## config.mk

```make
export PLATFORM = sky130hd
export DESIGN_NAME = nfa_slot_alloc
export DESIGN_NICKNAME = d
export VERILOG_FILES = /design/src/rtl/nfa_pkg.sv /design/src/rtl/nfa_free_scan.sv /design/src/rtl/nfa_claim_mask.sv /design/src/rtl/nfa_slot_alloc.sv
export SDC_FILE = /design/constraint.sdc
export NUM_CORES = 1
export LEC_CHECK = 0
export BUFFER_PORTS_ARGS = -buffer_cell sky130_fd_sc_hd__buf_2
export CORE_MARGIN = 2
export CORE_UTILIZATION = 50
export CTS_CLUSTER_SIZE = 28
export DETAILED_ROUTE_END_ITERATION = 10
export PLACE_DENSITY = 0.71
export RECOVER_POWER = 25
export SYNTH_ARGS = -nofsm -noshare
export SYNTH_HDL_FRONTEND = slang
export SYNTH_SLANG_ARGS = --single-unit
```

## constraint.sdc

```tcl
create_clock -name clk -period 8.3 [get_ports clk]
set_input_delay 0.83 -clock clk [delete_from_list [all_inputs] [get_ports clk]]
set_output_delay 0.83 -clock clk [all_outputs]
set_load 0.05 [all_outputs]
```

## src/rtl/nfa_pkg.sv

```systemverilog
package nfa_pkg;
  // How the target line of one request was chosen.
  typedef enum logic [1:0] {
    PICK_PTR    = 2'd0,
    PICK_REMOTE = 2'd1,
    PICK_OVW    = 2'd2
  } pick_e;
endpackage

```

## src/rtl/nfa_free_scan.sv

```systemverilog
// Circular first-free search starting one past the base index.
module nfa_free_scan #(
  parameter int LINE_BITS = 3,
  localparam int LINES = 1 << LINE_BITS
) (
  input  logic [LINES-1:0]     busy_i,
  input  logic [LINE_BITS-1:0] base_i,
  output logic                 found_o,
  output logic [LINE_BITS-1:0] idx_o
);
  always_comb begin
    found_o = 1'b0;
    idx_o   = base_i;
    // Walk from the far end back so the nearest offset wins.
    for (int i = LINES - 1; i >= 1; i--) begin
      logic [LINE_BITS-1:0] cand;
      cand = base_i + LINE_BITS'(i);
      if (!busy_i[cand]) begin
        found_o = 1'b1;
        idx_o   = cand;
      end
    end
  end
endmodule

```

## src/rtl/nfa_claim_mask.sv

```systemverilog
// Holds lines granted but not yet reported occupied by the store.
module nfa_claim_mask #(
  parameter int LINE_BITS = 3,
  localparam int LINES = 1 << LINE_BITS
) (
  input  logic                 clk,
  input  logic                 rst,
  input  logic [LINES-1:0]     occ_i,
  input  logic                 set_en_i,
  input  logic [LINE_BITS-1:0] set_idx_i,
  output logic [LINES-1:0]     claimed_o
);
  for (genvar g = 0; g < LINES; g++) begin : g_line
    logic hit;
    assign hit = set_en_i && (set_idx_i == LINE_BITS'(g));
    always_ff @(posedge clk) begin
      if (rst)
        claimed_o[g] <= 1'b0;
      else
        claimed_o[g] <= (claimed_o[g] & ~occ_i[g]) | hit;
    end
  end
endmodule

```

## src/rtl/nfa_slot_alloc.sv

```systemverilog
module nfa_slot_alloc
  import nfa_pkg::*;
#(
  parameter int LINE_BITS = 3,
  localparam int LINES = 1 << LINE_BITS
) (
  input  logic                 clk,
  input  logic                 rst,
  input  logic [LINES-1:0]     occ_i,
  input  logic                 req_valid_i,
  output logic                 req_ready_o,
  output logic                 grant_o,
  output logic [LINE_BITS-1:0] grant_idx_o,
  output logic                 grant_ovw_o
);
  localparam logic [LINE_BITS-1:0] STEP = 1;

  logic [LINE_BITS-1:0] ptr_q;
  logic [LINES-1:0]     claimed;
  logic [LINES-1:0]     eff_occ;
  logic                 rem_found;
  logic [LINE_BITS-1:0] rem_idx;
  logic [LINE_BITS-1:0] tgt;
  pick_e                pick;
  logic                 accept;

  assign eff_occ = occ_i | claimed;
  assign accept  = req_valid_i && req_ready_o;

  nfa_free_scan #(.LINE_BITS(LINE_BITS)) u_scan (
    .busy_i (eff_occ),
    .base_i (ptr_q),
    .found_o(rem_found),
    .idx_o  (rem_idx)
  );

  always_comb begin
    if (!eff_occ[ptr_q]) begin
      pick = PICK_PTR;
      tgt  = ptr_q;
    end else if (rem_found) begin
      pick = PICK_REMOTE;
      tgt  = rem_idx;
    end else begin
      pick = PICK_OVW;
      tgt  = ptr_q;
    end
  end

  nfa_claim_mask #(.LINE_BITS(LINE_BITS)) u_claim (
    .clk      (clk),
    .rst      (rst),
    .occ_i    (occ_i),
    .set_en_i (accept),
    .set_idx_i(tgt),
    .claimed_o(claimed)
  );

  always_ff @(posedge clk) begin
    if (rst) begin
      ptr_q       <= '0;
      req_ready_o <= 1'b0;
      grant_o     <= 1'b0;
      grant_idx_o <= '0;
      grant_ovw_o <= 1'b0;
    end else begin
      req_ready_o <= 1'b1;
      grant_o     <= accept;
      if (accept) begin
        grant_idx_o <= tgt;
        grant_ovw_o <= (pick == PICK_OVW);
        if (pick != PICK_REMOTE)
          ptr_q <= ptr_q + STEP;
      end
    end
  end

  // Checker state: previous-cycle view of pointer and occupancy.
  logic [LINE_BITS-1:0] ptr_d;
  logic [LINES-1:0]     eff_d;
  always_ff @(posedge clk) begin
    if (rst) begin
      ptr_d <= '0;
      eff_d <= '0;
    end else begin
      ptr_d <= ptr_q;
      eff_d <= eff_occ;
    end
  end

  a_r2_grant_follows_accept: assert property (@(posedge clk) disable iff (rst)
    grant_o |-> $past(req_valid_i && req_ready_o));
  a_r3_free_target: assert property (@(posedge clk) disable iff (rst)
    (grant_o && !grant_ovw_o) |-> !eff_d[grant_idx_o]);
  a_r4_ptr_hold_remote: assert property (@(posedge clk) disable iff (rst)
    (grant_o && grant_idx_o != ptr_d) |-> (ptr_q == ptr_d));
  a_r5_ovw_only_full: assert property (@(posedge clk) disable iff (rst)
    (grant_o && grant_ovw_o) |-> ((&eff_d) && grant_idx_o == ptr_d));
  a_r6_ptr_step: assert property (@(posedge clk) disable iff (rst)
    (grant_o && grant_idx_o == ptr_d) |-> (ptr_q == ptr_d + STEP));
  a_r8_claim_set: assert property (@(posedge clk) disable iff (rst)
    grant_o |-> claimed[grant_idx_o]);
  a_r2_idle_ptr: assert property (@(posedge clk) disable iff (rst)
    !grant_o |-> $stable(ptr_q));
endmodule

```

==> reports/qor.csv, run 1 <==
stage,metric,value,unit
grt,Overflow after GRT,0,
drt,via density per instance,6.69,
synthesis,Synth Register Bits,17,
cts,clock latency on the worst-skew pair,0.28,ns
timing,final setup vio count,0,
setup_path,crit path max fanout,14,
place,DP HPWL,3520,um
synthesis,Main synth FF type,dfxtp_1,
grt,GRT Util Overall,23.9,%
timing,unrepaired setup endpoints after global routing,false,
final_layout,diode count,0,
synthesis,synthesized area per cell,9.20,um^2
final_layout,share of cells above drive strength 1,21.6,%
drt,via count,1672,
final_layout,final net count,218,
timing,crit path time final,3.85,ns
cts,TritonCTS buffer count,3,
timing,fmax,260,MHz
timing,Hold WS,0.455,ns
setup_path,CP Capture Point,u_claim.claimed_o[4]$_SDFF_PP0_,
cts,clock tree buffer depth,2,
timing,Tightest Pin Transition,0.751,ns
timing,Slew HR,49.9,%
setup_path,required time worst endpoint,8.50,ns
hold_path,Worst Hold Depth,2,
synthesis,"EDFF count, synth",0,
place,GP Congestion,0.996,
floorplanning,num rows,21,
cts,Setup Buffers After CTS,0,
floorplanning,IO Pins,17,
outcome,status,"complete, no violations",
flow_run,Max-Cap Viols,0,
synthesis,sequential fraction of the synthesis area,19.2,%
cts,CTS resizes,0,
cts,CTS Hold Bufs,0,
setup_path,Critical Path AT,4.05,ns
floorplanning,Die Area,0.00404,mm^2
timing,final worst-path cycle share,46.4,%
synthesis,Netlist cell types,60,
grt,initial antenna violation count,0,
floorplanning,Die Height,63.6,um
synthesis,Ys Warns,0,
setup_path,r2r endpoint,u_claim.claimed_o[4]$_SDFF_PP0_,
cts,Worst-path clk slew,0.09,ns
grt,global-route wire length before repair,7710,um
drt,Routed Wire Length,4570,um
place,I/O Buffers,16,
grt,largest net degree at the start of global routing,33,
drt,drt wl/cell,18.3,um
power_and_ir_drop,Cell Pwr Density,144,mW/mm^2
floorplanning,Chip Width,63.6,um
setup_path,crit end category,flip-flop,
floorplanning,Initial Util,52.8,%
cts,Clock Tree Root,clkbuf_4,
timing,max-slew violation count,0,
hold_path,Hold WC Path Type,flip-flop to flip-flop,
setup_path,FF-to-FF Start,ptr_q[1]$_SDFFE_PP0P_,
setup_path,Setup CP Type,flip-flop to flip-flop,
grt,vias in the first global route,1560,
cts,clock sinks,17,
drt,1st-pass router iterations,4,
drt,antenna-violating nets left,0,
cts,htree depth,1,
power_and_ir_drop,Max rail drop VDD,0.0856,mV
setup_path,cell depth of the worst flop-to-flop path,10,
cts,CTS tree,done,
power_and_ir_drop,static leakage,0.666,nW
setup_path,R2R Setup Slk,4.45,ns
drt,DR iter-0 viols,130,
synthesis,Mapped Area,0.00178,mm^2
floorplanning,core box area,0.00336,mm^2
final_layout,layout overhead on the synthesized area,2.75,%
synthesis,post-synthesis async set-or-reset flop share,0,%
timing,setup TNS,0,ns
synthesis,Cells after Synth,193,
timing,Hold Fails Final Rpt,0,
timing,worst clock skew,0.00111,ns
power_and_ir_drop,Power Total,0.263,mW
synthesis,Post-Syn Nets,206,
setup_path,Worst Setup Start Kind,flip-flop,
setup_path,Setup crit start,ptr_q[1]$_SDFFE_PP0P_,
drt,DRC,0,
==> critical path, cell delays in order (launching register included) <==
cell and delay, ns:
dfxtp_1 0.66, inv_2 0.20, ha_1 0.60, nor4b_1 0.16
o41ai_1 0.55, a21boi_4 0.32, o311ai_1 0.11, o22ai_1 0.22
or3b_1 0.42, a21o_1 0.23, o32ai_1 0.27
==> final cells by class <==
type / instances / area (um^2)
tap: 46 / 57.6
fill: 329 / 1540
timing repair buffer: 18 / 90.1
inverter: 7 / 26.3
multi-input combinational: 158 / 1280
sequential: 17 / 340
clock buffer: 4 / 26.3
==> stage by stage <==
stage | worst slack, ns | area [um^2] | utilization [%] | instances
finish | 4.45 | 1820 | 54.2 | 250
floorplan | 5.35 | 1780 | - | 193
CTS | 4.50 | 1830 | 54.4 | 250
global placement | 4.66 | 1800 | 53.6 | 246
detailed placement | 4.56 | 1800 | 53.6 | 246
global route | 4.15 | 1820 | 54.2 | 250
==> flip-flops by register name, indices dropped and copies added, names as in the netlist <==
| register | flops |
|---|---|
| req_ready_o | 1 |
| u_claim.claimed_o | 8 |
| ptr_q | 3 |
| grant_idx_o | 3 |
| grant_ovw_o | 1 |
| grant_o | 1 |
==> where the power goes <==
| group | total, mW | switching [mW] | internal [mW] |
|---|---|---|---|
| Clock | 0.0430 | 0.0243 | 0.0187 |
| Sequential | 0.0885 | 0.00316 | 0.0854 |
| Combinational | 0.131 | 0.0782 | 0.0529 |
==> how the worst min path moves through the flow <==
stage                               startpoint                               to
2_1_floorplan  u_claim.claimed_o[2]$_SDFF_PP0_  u_claim.claimed_o[2]$_SDFF_PP0_
3_3_place_gp          grant_ovw_o$_SDFFE_PP0P_         grant_ovw_o$_SDFFE_PP0P_
5_1_grt               grant_ovw_o$_SDFFE_PP0P_         grant_ovw_o$_SDFFE_PP0P_
3_5_place_dp          grant_ovw_o$_SDFFE_PP0P_         grant_ovw_o$_SDFFE_PP0P_
4_1_cts               grant_ovw_o$_SDFFE_PP0P_         grant_ovw_o$_SDFFE_PP0P_
6_report              grant_ovw_o$_SDFFE_PP0P_         grant_ovw_o$_SDFFE_PP0P_
==> synthesized netlist by cell type (3+ instances only) <==
| cell | n | area (um^2) |
|---|---|---|
| a21oi_1 | 12 | 60.1 |
| a31oi_1 | 3 | 18.8 |
| buf_6 | 4 | 45.0 |
| clkbuf_8 | 5 | 68.8 |
| dfxtp_1 | 17 | 340 |
| inv_1 | 4 | 15.0 |
| mux2_2 | 3 | 33.8 |
| mux4_2 | 9 | 203 |
| nand2_1 | 15 | 56.3 |
| nand2b_1 | 7 | 43.8 |
| nand3_1 | 5 | 25.0 |
| nor2_1 | 17 | 63.8 |
| nor3_1 | 8 | 40.0 |
| nor4_1 | 4 | 25.0 |
| nor4b_1 | 4 | 35.0 |
| o211ai_1 | 4 | 30.0 |
| o21ai_0 | 4 | 20.0 |
| o32ai_1 | 8 | 70.1 |
| or2_1 | 3 | 18.8 |
| xnor2_1 | 6 | 52.6 |
==> cell usage in the layout, fill, tap and decap left out, types with 3 or more instances in the layout <==
master / instances
buf_2: 12
a31oi_1: 3
inv_1: 4
mux4_2: 9
nor4_1: 4
nand3_1: 5
o21ai_0: 4
clkbuf_4: 3
dfxtp_1: 17
xnor2_1: 6
mux2_2: 3
clkbuf_1: 5
a21oi_1: 12
o32ai_1: 8
nand2b_1: 7
nor3_1: 8
nor4b_1: 4
o211ai_1: 4
nand2_1: 15
nor2_1: 17
or2_1: 3
==> kinds of logic after synthesis <==
family | share of synthesized area, %
adder cells (fa/ha/maj) | 1.41
AND/OR/NAND/NOR | 26.0
XOR/XNOR | 3.45
flip-flops | 19.2
AO/OA/AOI/OAI | 21.9
multiplexers | 19.5
buffers and inverters | 8.53
==> metal layers <==
layer / vias up / share of wire (%) / GRT usage [%]
met4: 0 / 1.9 / 7.07
met1: 785 / 42 / 32.8
met5: - / 0 / 0
met3: 8 / 10 / 5.89
li1: 777 / - / -
met2: 102 / 46 / 37.0
Power figures use the tool's default switching activity.
==> run 2: changes to the inputs <==
--- a/config.mk
+++ b/config.mk
@@ -10,7 +10,7 @@
 export CORE_UTILIZATION = 50
 export CTS_CLUSTER_SIZE = 28
 export DETAILED_ROUTE_END_ITERATION = 10
-export PLACE_DENSITY = 0.71
+export PLACE_DENSITY = 0.74
 export RECOVER_POWER = 25
 export SYNTH_ARGS = -nofsm -noshare
 export SYNTH_HDL_FRONTEND = slang
==> constraint.sdc (replaced) <==
create_clock -name clk -period 3.5 [get_ports clk]
set_input_delay 0.35 -clock clk [delete_from_list [all_inputs] [get_ports clk]]
set_output_delay 0.35 -clock clk [all_outputs]
set_load 0.05 [all_outputs]
==> run 2 against run 1 <==
Sequential power increased by 140%. Register-to-register slack got worse by 4.2 ns. Fmax increased by 19%. Sequential share of layout area decreased by 0.53 points. Power increased by 140%. Cell area increased by 2.9%.
==> reports/qor.csv, run 2 (synthesized netlist as in run 1, its figures left out) <==
stage,metric,value,unit,change
outcome,status,"complete, no violations",,
setup_path,Setup crit start,ptr_q[0]$_SDFFE_PP0P_,,
grt,vias in the first global route,1652,,+5.9%
power_and_ir_drop,Cell Pwr Density,335,mW/mm^2,+130%
setup_path,CP Capture Point,u_claim.claimed_o[4]$_SDFF_PP0_,,
timing,worst clock skew,0.0105,ns,+0.00936 ns
place,I/O Buffers,16,,unchanged
drt,Routed Wire Length,4610,um,+0.92%
timing,final worst-path cycle share,92.1,%,+46 points
setup_path,Critical Path AT,3.43,ns,-0.62 ns
final_layout,max reg flops,8,,unchanged
floorplanning,Chip Width,63.6,um,unchanged
final_layout,FILL cells,345,,+4.9%
timing,Tightest Pin Transition,0.706,ns,-0.0445 ns
final_layout,most frequent cells in the layout,"nor2_1, dfxtp_1, nand2_1, a21oi_1, buf_2",,
timing,crit path time final,3.22,ns,-0.628 ns
floorplanning,Initial Util,52.8,%,unchanged
setup_path,crit end category,flip-flop,,
floorplanning,num rows,21,,unchanged
power_and_ir_drop,static leakage,0.702,nW,+5.4%
power_and_ir_drop,Max rail drop VDD,0.308,mV,+260%
setup_path,cell depth of the worst flop-to-flop path,10,,unchanged
floorplanning,IO Pins,17,,unchanged
drt,via count,1669,,-0.18%
grt,GRT Util Overall,24.6,%,+0.72 points
place,DP HPWL,3640,um,+3.3%
cts,TritonCTS buffer count,3,,unchanged
timing,fmax,310,MHz,+19%
cts,Setup Buffers After CTS,0,,unchanged
floorplanning,Die Area,0.00404,mm^2,unchanged
final_layout,Top Registers,"u_claim.claimed_o x8, grant_idx_o x3, ptr_q x3",,
cts,clock sinks,17,,unchanged
grt,largest net degree at the start of global routing,32,,-3.0%
cts,CTS tree,done,,
place,dpl cells,253,,+2.8%
cts,CTS Hold Bufs,0,,unchanged
place,GP Congestion,0.889,,-11%
setup_path,Setup CP Type,flip-flop to flip-flop,,
drt,antenna-violating nets left,0,,unchanged
cts,Worst-path clk slew,0.10,ns,about the same
setup_path,r2r endpoint,u_claim.claimed_o[4]$_SDFF_PP0_,,
drt,drt wl/cell,17.9,um,-1.8%
setup_path,required time worst endpoint,3.71,ns,-4.79 ns
drt,DR iter-0 viols,87,,-33%
cts,htree depth,1,,unchanged
final_layout,diode count,0,,unchanged
final_layout,Final Cell Area,0.00188,mm^2,+2.9%
floorplanning,Die Height,63.6,um,unchanged
timing,setup TNS,0,ns,unchanged
floorplanning,core box area,0.00336,mm^2,unchanged
cts,clock latency on the worst-skew pair,0.30,ns,+0.02 ns
cts,CTS resizes,0,,unchanged
setup_path,crit path max fanout,7,,-7
final_layout,Largest Register,u_claim.claimed_o,,
grt,Overflow after GRT,0,,unchanged
timing,Hold Fails Final Rpt,0,,unchanged
flow_run,Max-Cap Viols,0,,unchanged
timing,max-slew violation count,0,,unchanged
setup_path,FF-to-FF Start,ptr_q[0]$_SDFFE_PP0P_,,
hold_path,Hold WC Path Type,input port to flip-flop,,
drt,1st-pass router iterations,4,,unchanged
timing,unrepaired setup endpoints after global routing,false,,
grt,initial antenna violation count,0,,unchanged
final_layout,final net count,225,,+3.2%
grt,global-route wire length before repair,7950,um,+3.1%
drt,DRC,0,,unchanged
final_layout,fin cells,257,,+2.8%
place,placed inst area,0.00186,mm^2,+2.9%
setup_path,Worst Setup Start Kind,flip-flop,,
final_layout,share of cells above drive strength 1,24.6,%,+3.1 points
cts,Clock Tree Root,clkbuf_4,,
cts,clock tree buffer depth,2,,unchanged
drt,via density per instance,6.49,,-2.9%
timing,Slew HR,52.9,%,+3.0 points
final_layout,layout overhead on the synthesized area,5.78,%,
timing,final setup vio count,0,,unchanged
setup_path,R2R Setup Slk,0.28,ns,-4.17 ns
hold_path,Worst Hold Depth,3,,+1
==> run 2: cell count changes in the layout (fill, tap and decap cells not counted) <==
| cell | change |
|---|---|
| clkinv_2 | +1 |
| clkbuf_1 | -1 |
| buf_4 | +7 |
==> run 2: stage by stage <==
| stage | setup slack, ns | utilization (%) | hold slack [ns] | power, mW |
|---|---|---|---|---|
| after global placement | 0.419 | 55.2 | 0.440 | 0.518 |
| after global routing | 0.00656 | 55.8 | 0.375 | 0.667 |
| final | 0.277 | 55.8 | 0.364 | 0.629 |
| after CTS | 0.279 | 56.0 | 0.361 | 0.626 |
| after detailed placement | 0.309 | 55.2 | 0.460 | 0.523 |
| after floorplan | 0.554 | - | 0.477 | 0.463 |
==> run 2: layer usage <==
layer  vias to the layer above  wire, um  track usage (%)
li1                        786         -                -
met1                       798      1990             32.4
met2                        72      2250             41.3
met3                        13       279             1.96
met4                         0        94             10.3
met5                         -         0                0
==> run 2: power by group <==
| part | internal (mW) | switching, mW | total [mW] | leakage, nW |
|---|---|---|---|---|
| Sequential | 0.203 | 0.00678 | 0.209 | 0.138 |
| Clock | 0.0426 | 0.0627 | 0.105 | 0.0177 |
| Combinational | 0.129 | 0.186 | 0.314 | 0.546 |
| Total | 0.374 | 0.255 | 0.629 | 0.702 |
==> run 2: worst min path at each step <==
stage | startpoint | end
after detailed placement | grant_ovw_o$_SDFFE_PP0P_ | grant_ovw_o$_SDFFE_PP0P_
after floorplan | u_claim.claimed_o[2]$_SDFF_PP0_ | u_claim.claimed_o[2]$_SDFF_PP0_
after global placement | grant_ovw_o$_SDFFE_PP0P_ | grant_ovw_o$_SDFFE_PP0P_
final | occ_i[2] | u_claim.claimed_o[2]$_SDFF_PP0_
after CTS | occ_i[2] | u_claim.claimed_o[2]$_SDFF_PP0_
after global routing | occ_i[2] | u_claim.claimed_o[2]$_SDFF_PP0_
==> run 2: final cells by class <==
class                           instances  area (um^2)  share of cell area, %
Multi-Input combinational cell        158         1280                   68.4
Sequential cell                        17          340                   18.1
Timing Repair Buffer                   25          143                   7.59
Tap cell                               46         57.6                   3.06
Inverter                                7         26.3                   1.40
Clock buffer                            3         22.5                   1.20
Clock inverter                          1         5.00                  0.266
==> run 2: critical path, cell delays in order, from the launching register on <==
cell and delay [ns]:
dfxtp_1 0.35, inv_2 0.09, ha_1 0.39, nor4bb_1 0.20, o41ai_1 0.55, a21boi_4 0.32, o311ai_1 0.10, o22ai_1 0.21
or3b_1 0.44, a21o_1 0.23, o32ai_1 0.25
==> run 3: changes to the inputs <==
--- a/config.mk
+++ b/config.mk
@@ -12,6 +12,7 @@
 export DETAILED_ROUTE_END_ITERATION = 10
 export PLACE_DENSITY = 0.74
 export RECOVER_POWER = 25
+export SETUP_SLACK_MARGIN = 0.3
 export SYNTH_ARGS = -nofsm -noshare
 export SYNTH_HDL_FRONTEND = slang
 export SYNTH_SLANG_ARGS = --single-unit
==> run 3 against run 2 <==
Final cell count stayed put. Highest routed layer unchanged. Non-clock buffer count unchanged. Die area unchanged. Sequential share of layout area is 0.48 points lower. Cell area up 2.7%. Clock skew fell by 0.0045 ns. Critical path depth is the same. Critical endpoint unchanged. Worst hold slack better by 0.0053 ns. Clock power about the same. Sequential power is essentially flat. Routed wire length rose by 1.7%. First-iteration DRC count fell by 1.1%.
==> reports/qor.csv, run 3 (synthesized netlist as in run 1, its figures left out) <==
stage,metric,value,unit,change
cts,clock sinks,17,,unchanged
setup_path,Critical Path AT,3.32,ns,-0.11 ns
setup_path,crit end category,flip-flop,,
grt,GRT Util Overall,24.6,%,unchanged
timing,unrepaired setup endpoints after global routing,true,,
power_and_ir_drop,switching share of power,40.3,%,-0.27 points
power_and_ir_drop,sequential power share,32.8,%,-0.5 points
drt,Routed Wire Length,4690,um,+1.7%
floorplanning,Initial Util,52.8,%,unchanged
floorplanning,core box area,0.00336,mm^2,unchanged
place,placed inst area,0.00186,mm^2,unchanged
final_layout,final net count,225,,unchanged
setup_path,Setup CP Type,flip-flop to flip-flop,,
flow_run,Max-Cap Viols,0,,unchanged
timing,final setup vio count,0,,unchanged
setup_path,largest stage delay on the critical path,0.47,ns,-0.08 ns
power_and_ir_drop,NetSw,0.258,mW,+1.1%
power_and_ir_drop,Cell Pwr Density,332,mW/mm^2,-0.94%
cts,CTS tree,done,,
hold_path,Worst Hold Depth,3,,unchanged
final_layout,diode count,0,,unchanged
setup_path,critical path cell sequence,"inv_4, ha_2, nor4b_2, o41ai_2, a21boi_4, o311ai_1, o22ai_1, or3b_4, a21o_1, o32ai_1",,
drt,drt wl/cell,18.2,um,+1.7%
power_and_ir_drop,static leakage,0.716,nW,+2.0%
final_layout,layout overhead on the synthesized area,8.67,%,
drt,via count,1680,,+0.66%
floorplanning,Die Height,63.6,um,unchanged
power_and_ir_drop,Pint,0.382,mW,+2.2%
final_layout,Top Registers,"u_claim.claimed_o x8, grant_idx_o x3, ptr_q x3",,
timing,setup TNS,0,ns,unchanged
cts,htree depth,1,,unchanged
timing,crit path time final,3.12,ns,-0.107 ns
drt,DRC,0,,unchanged
power_and_ir_drop,Combinational Power Share,51.1,%,+1.1 points
place,I/O Buffers,16,,unchanged
setup_path,crit path max fanout,7,,unchanged
setup_path,cell depth of the worst flop-to-flop path,10,,unchanged
grt,initial antenna violation count,0,,unchanged
setup_path,required time worst endpoint,3.70,ns,about the same
timing,fmax,321,MHz,+3.4%
timing,Slew HR,52.9,%,about the same
final_layout,most frequent cells in the layout,"nor2_1, dfxtp_1, nand2_1, a21oi_1, buf_2",,
floorplanning,num rows,21,,unchanged
power_and_ir_drop,Max rail drop VDD,0.301,mV,-2.1%
drt,via density per instance,6.54,,+0.66%
place,DP HPWL,3640,um,unchanged
timing,max-slew violation count,0,,unchanged
drt,antenna-violating nets left,0,,unchanged
setup_path,slowest cell on the critical path,o41ai_2,,
drt,DR iter-0 viols,86,,-1.1%
timing,Hold Fails Final Rpt,0,,unchanged
final_layout,share of cells above drive strength 1,28.4,%,+3.8 points
final_layout,max reg flops,8,,unchanged
timing,Tightest Pin Transition,0.707,ns,+0.000582 ns
cts,clock latency on the worst-skew pair,0.29,ns,about the same
cts,clock tree buffer depth,2,,unchanged
final_layout,Final Core Density,57.4,%,+1.5 points
grt,vias in the first global route,1652,,unchanged
timing,final worst-path cycle share,89.0,%,-3.1 points
timing,worst clock skew,0.00596,ns,-0.00451 ns
setup_path,Worst Setup Start Kind,flip-flop,,
grt,largest net degree at the start of global routing,32,,unchanged
final_layout,Final Cell Area,0.00193,mm^2,+2.7%
grt,global-route wire length before repair,7950,um,unchanged
floorplanning,Die Area,0.00404,mm^2,unchanged
outcome,status,"complete, no violations",,
drt,1st-pass router iterations,4,,unchanged
cts,Clock Tree Root,clkbuf_4,,
cts,CTS Hold Bufs,0,,unchanged
hold_path,Hold WC Path Type,input port to flip-flop,,
grt,Overflow after GRT,0,,unchanged
place,GP Congestion,0.889,,unchanged
floorplanning,Chip Width,63.6,um,unchanged
power_and_ir_drop,clock group share of total power,16.1,%,-0.6 points
final_layout,Largest Register,u_claim.claimed_o,,
cts,TritonCTS buffer count,3,,unchanged
cts,Worst-path clk slew,0.10,ns,about the same
floorplanning,IO Pins,17,,unchanged
run 3: worst paths after layout:
check | startpoint | end | slack [ns]
worst max-delay path | ptr_q[0]$_SDFFE_PP0P_ | u_claim.claimed_o[4]$_SDFF_PP0_ | 0.38
worst min-delay path | occ_i[2] | u_claim.claimed_o[2]$_SDFF_PP0_ | 0.37
worst max register to register | ptr_q[0]$_SDFFE_PP0P_ | u_claim.claimed_o[4]$_SDFF_PP0_ | 0.38
worst min register to register | grant_ovw_o$_SDFFE_PP0P_ | grant_ovw_o$_SDFFE_PP0P_ | 0.47
run 3: critical path, delay by kind of cell (launching register included):
| kind | cells | cell delay, ns |
|---|---|---|
| AOI/OAI and AO/OA | 6 | 1.55 |
| and+or+nand+nor | 2 | 0.63 |
| DFF | 1 | 0.41 |
| adders and majority gates | 1 | 0.35 |
| buffers and inverters | 1 | 0.08 |
run 3: cell type report:
| class | count | area, um^2 |
|---|---|---|
| fillers | 338 | 1430 |
| clock buffers | 3 | 22.5 |
| clock inverters | 1 | 5.00 |
| repair buffers | 25 | 146 |
| multi-input cells | 158 | 1330 |
| inverters | 7 | 28.8 |
| well taps | 46 | 57.6 |
| flip-flops and latches | 17 | 340 |
run 3: what timing repair did:
item | 4_1_cts | 5_1_grt
buffers inserted | 0 | 0
cloned | 0 | 0
endpoints found under the setup margin | 3 | 10
pin swaps | 0 | 2
resized for setup | 0 | 10
run 3: stage by stage:
| step | hold WS, ns | instances | total power [mW] | setup WS (ns) |
|---|---|---|---|---|
| 2_1_floorplan | 0.477 | 193 | 0.463 | 0.554 |
| 3_3_place_gp | 0.440 | 253 | 0.518 | 0.419 |
| 3_5_place_dp | 0.460 | 253 | 0.523 | 0.309 |
| 4_1_cts | 0.361 | 257 | 0.626 | 0.279 |
| 5_1_grt | 0.375 | 257 | 0.680 | 0.172 |
| 6_report | 0.369 | 257 | 0.640 | 0.384 |
run 3: power by group through the flow:
stage | sequential (mW) | clock (mW) | combinational (mW)
global route | 0.211 | 0.115 | 0.354
detailed placement | 0.214 | 0 | 0.309
CTS | 0.209 | 0.106 | 0.311
global placement | 0.213 | 0 | 0.305
finish | 0.210 | 0.103 | 0.327
floorplan | 0.227 | 0 | 0.236
run 3: layer usage:
| layer | vias to the layer above | GRT usage [%] | wire [um] |
|---|---|---|---|
| li1 | 790 | - | - |
| met1 | 810 | 32.4 | 2000 |
| met2 | 67 | 41.3 | 2290 |
| met3 | 13 | 1.96 | 294 |
| met4 | 0 | 10.3 | 98 |
| met5 | - | 0 | 0 |
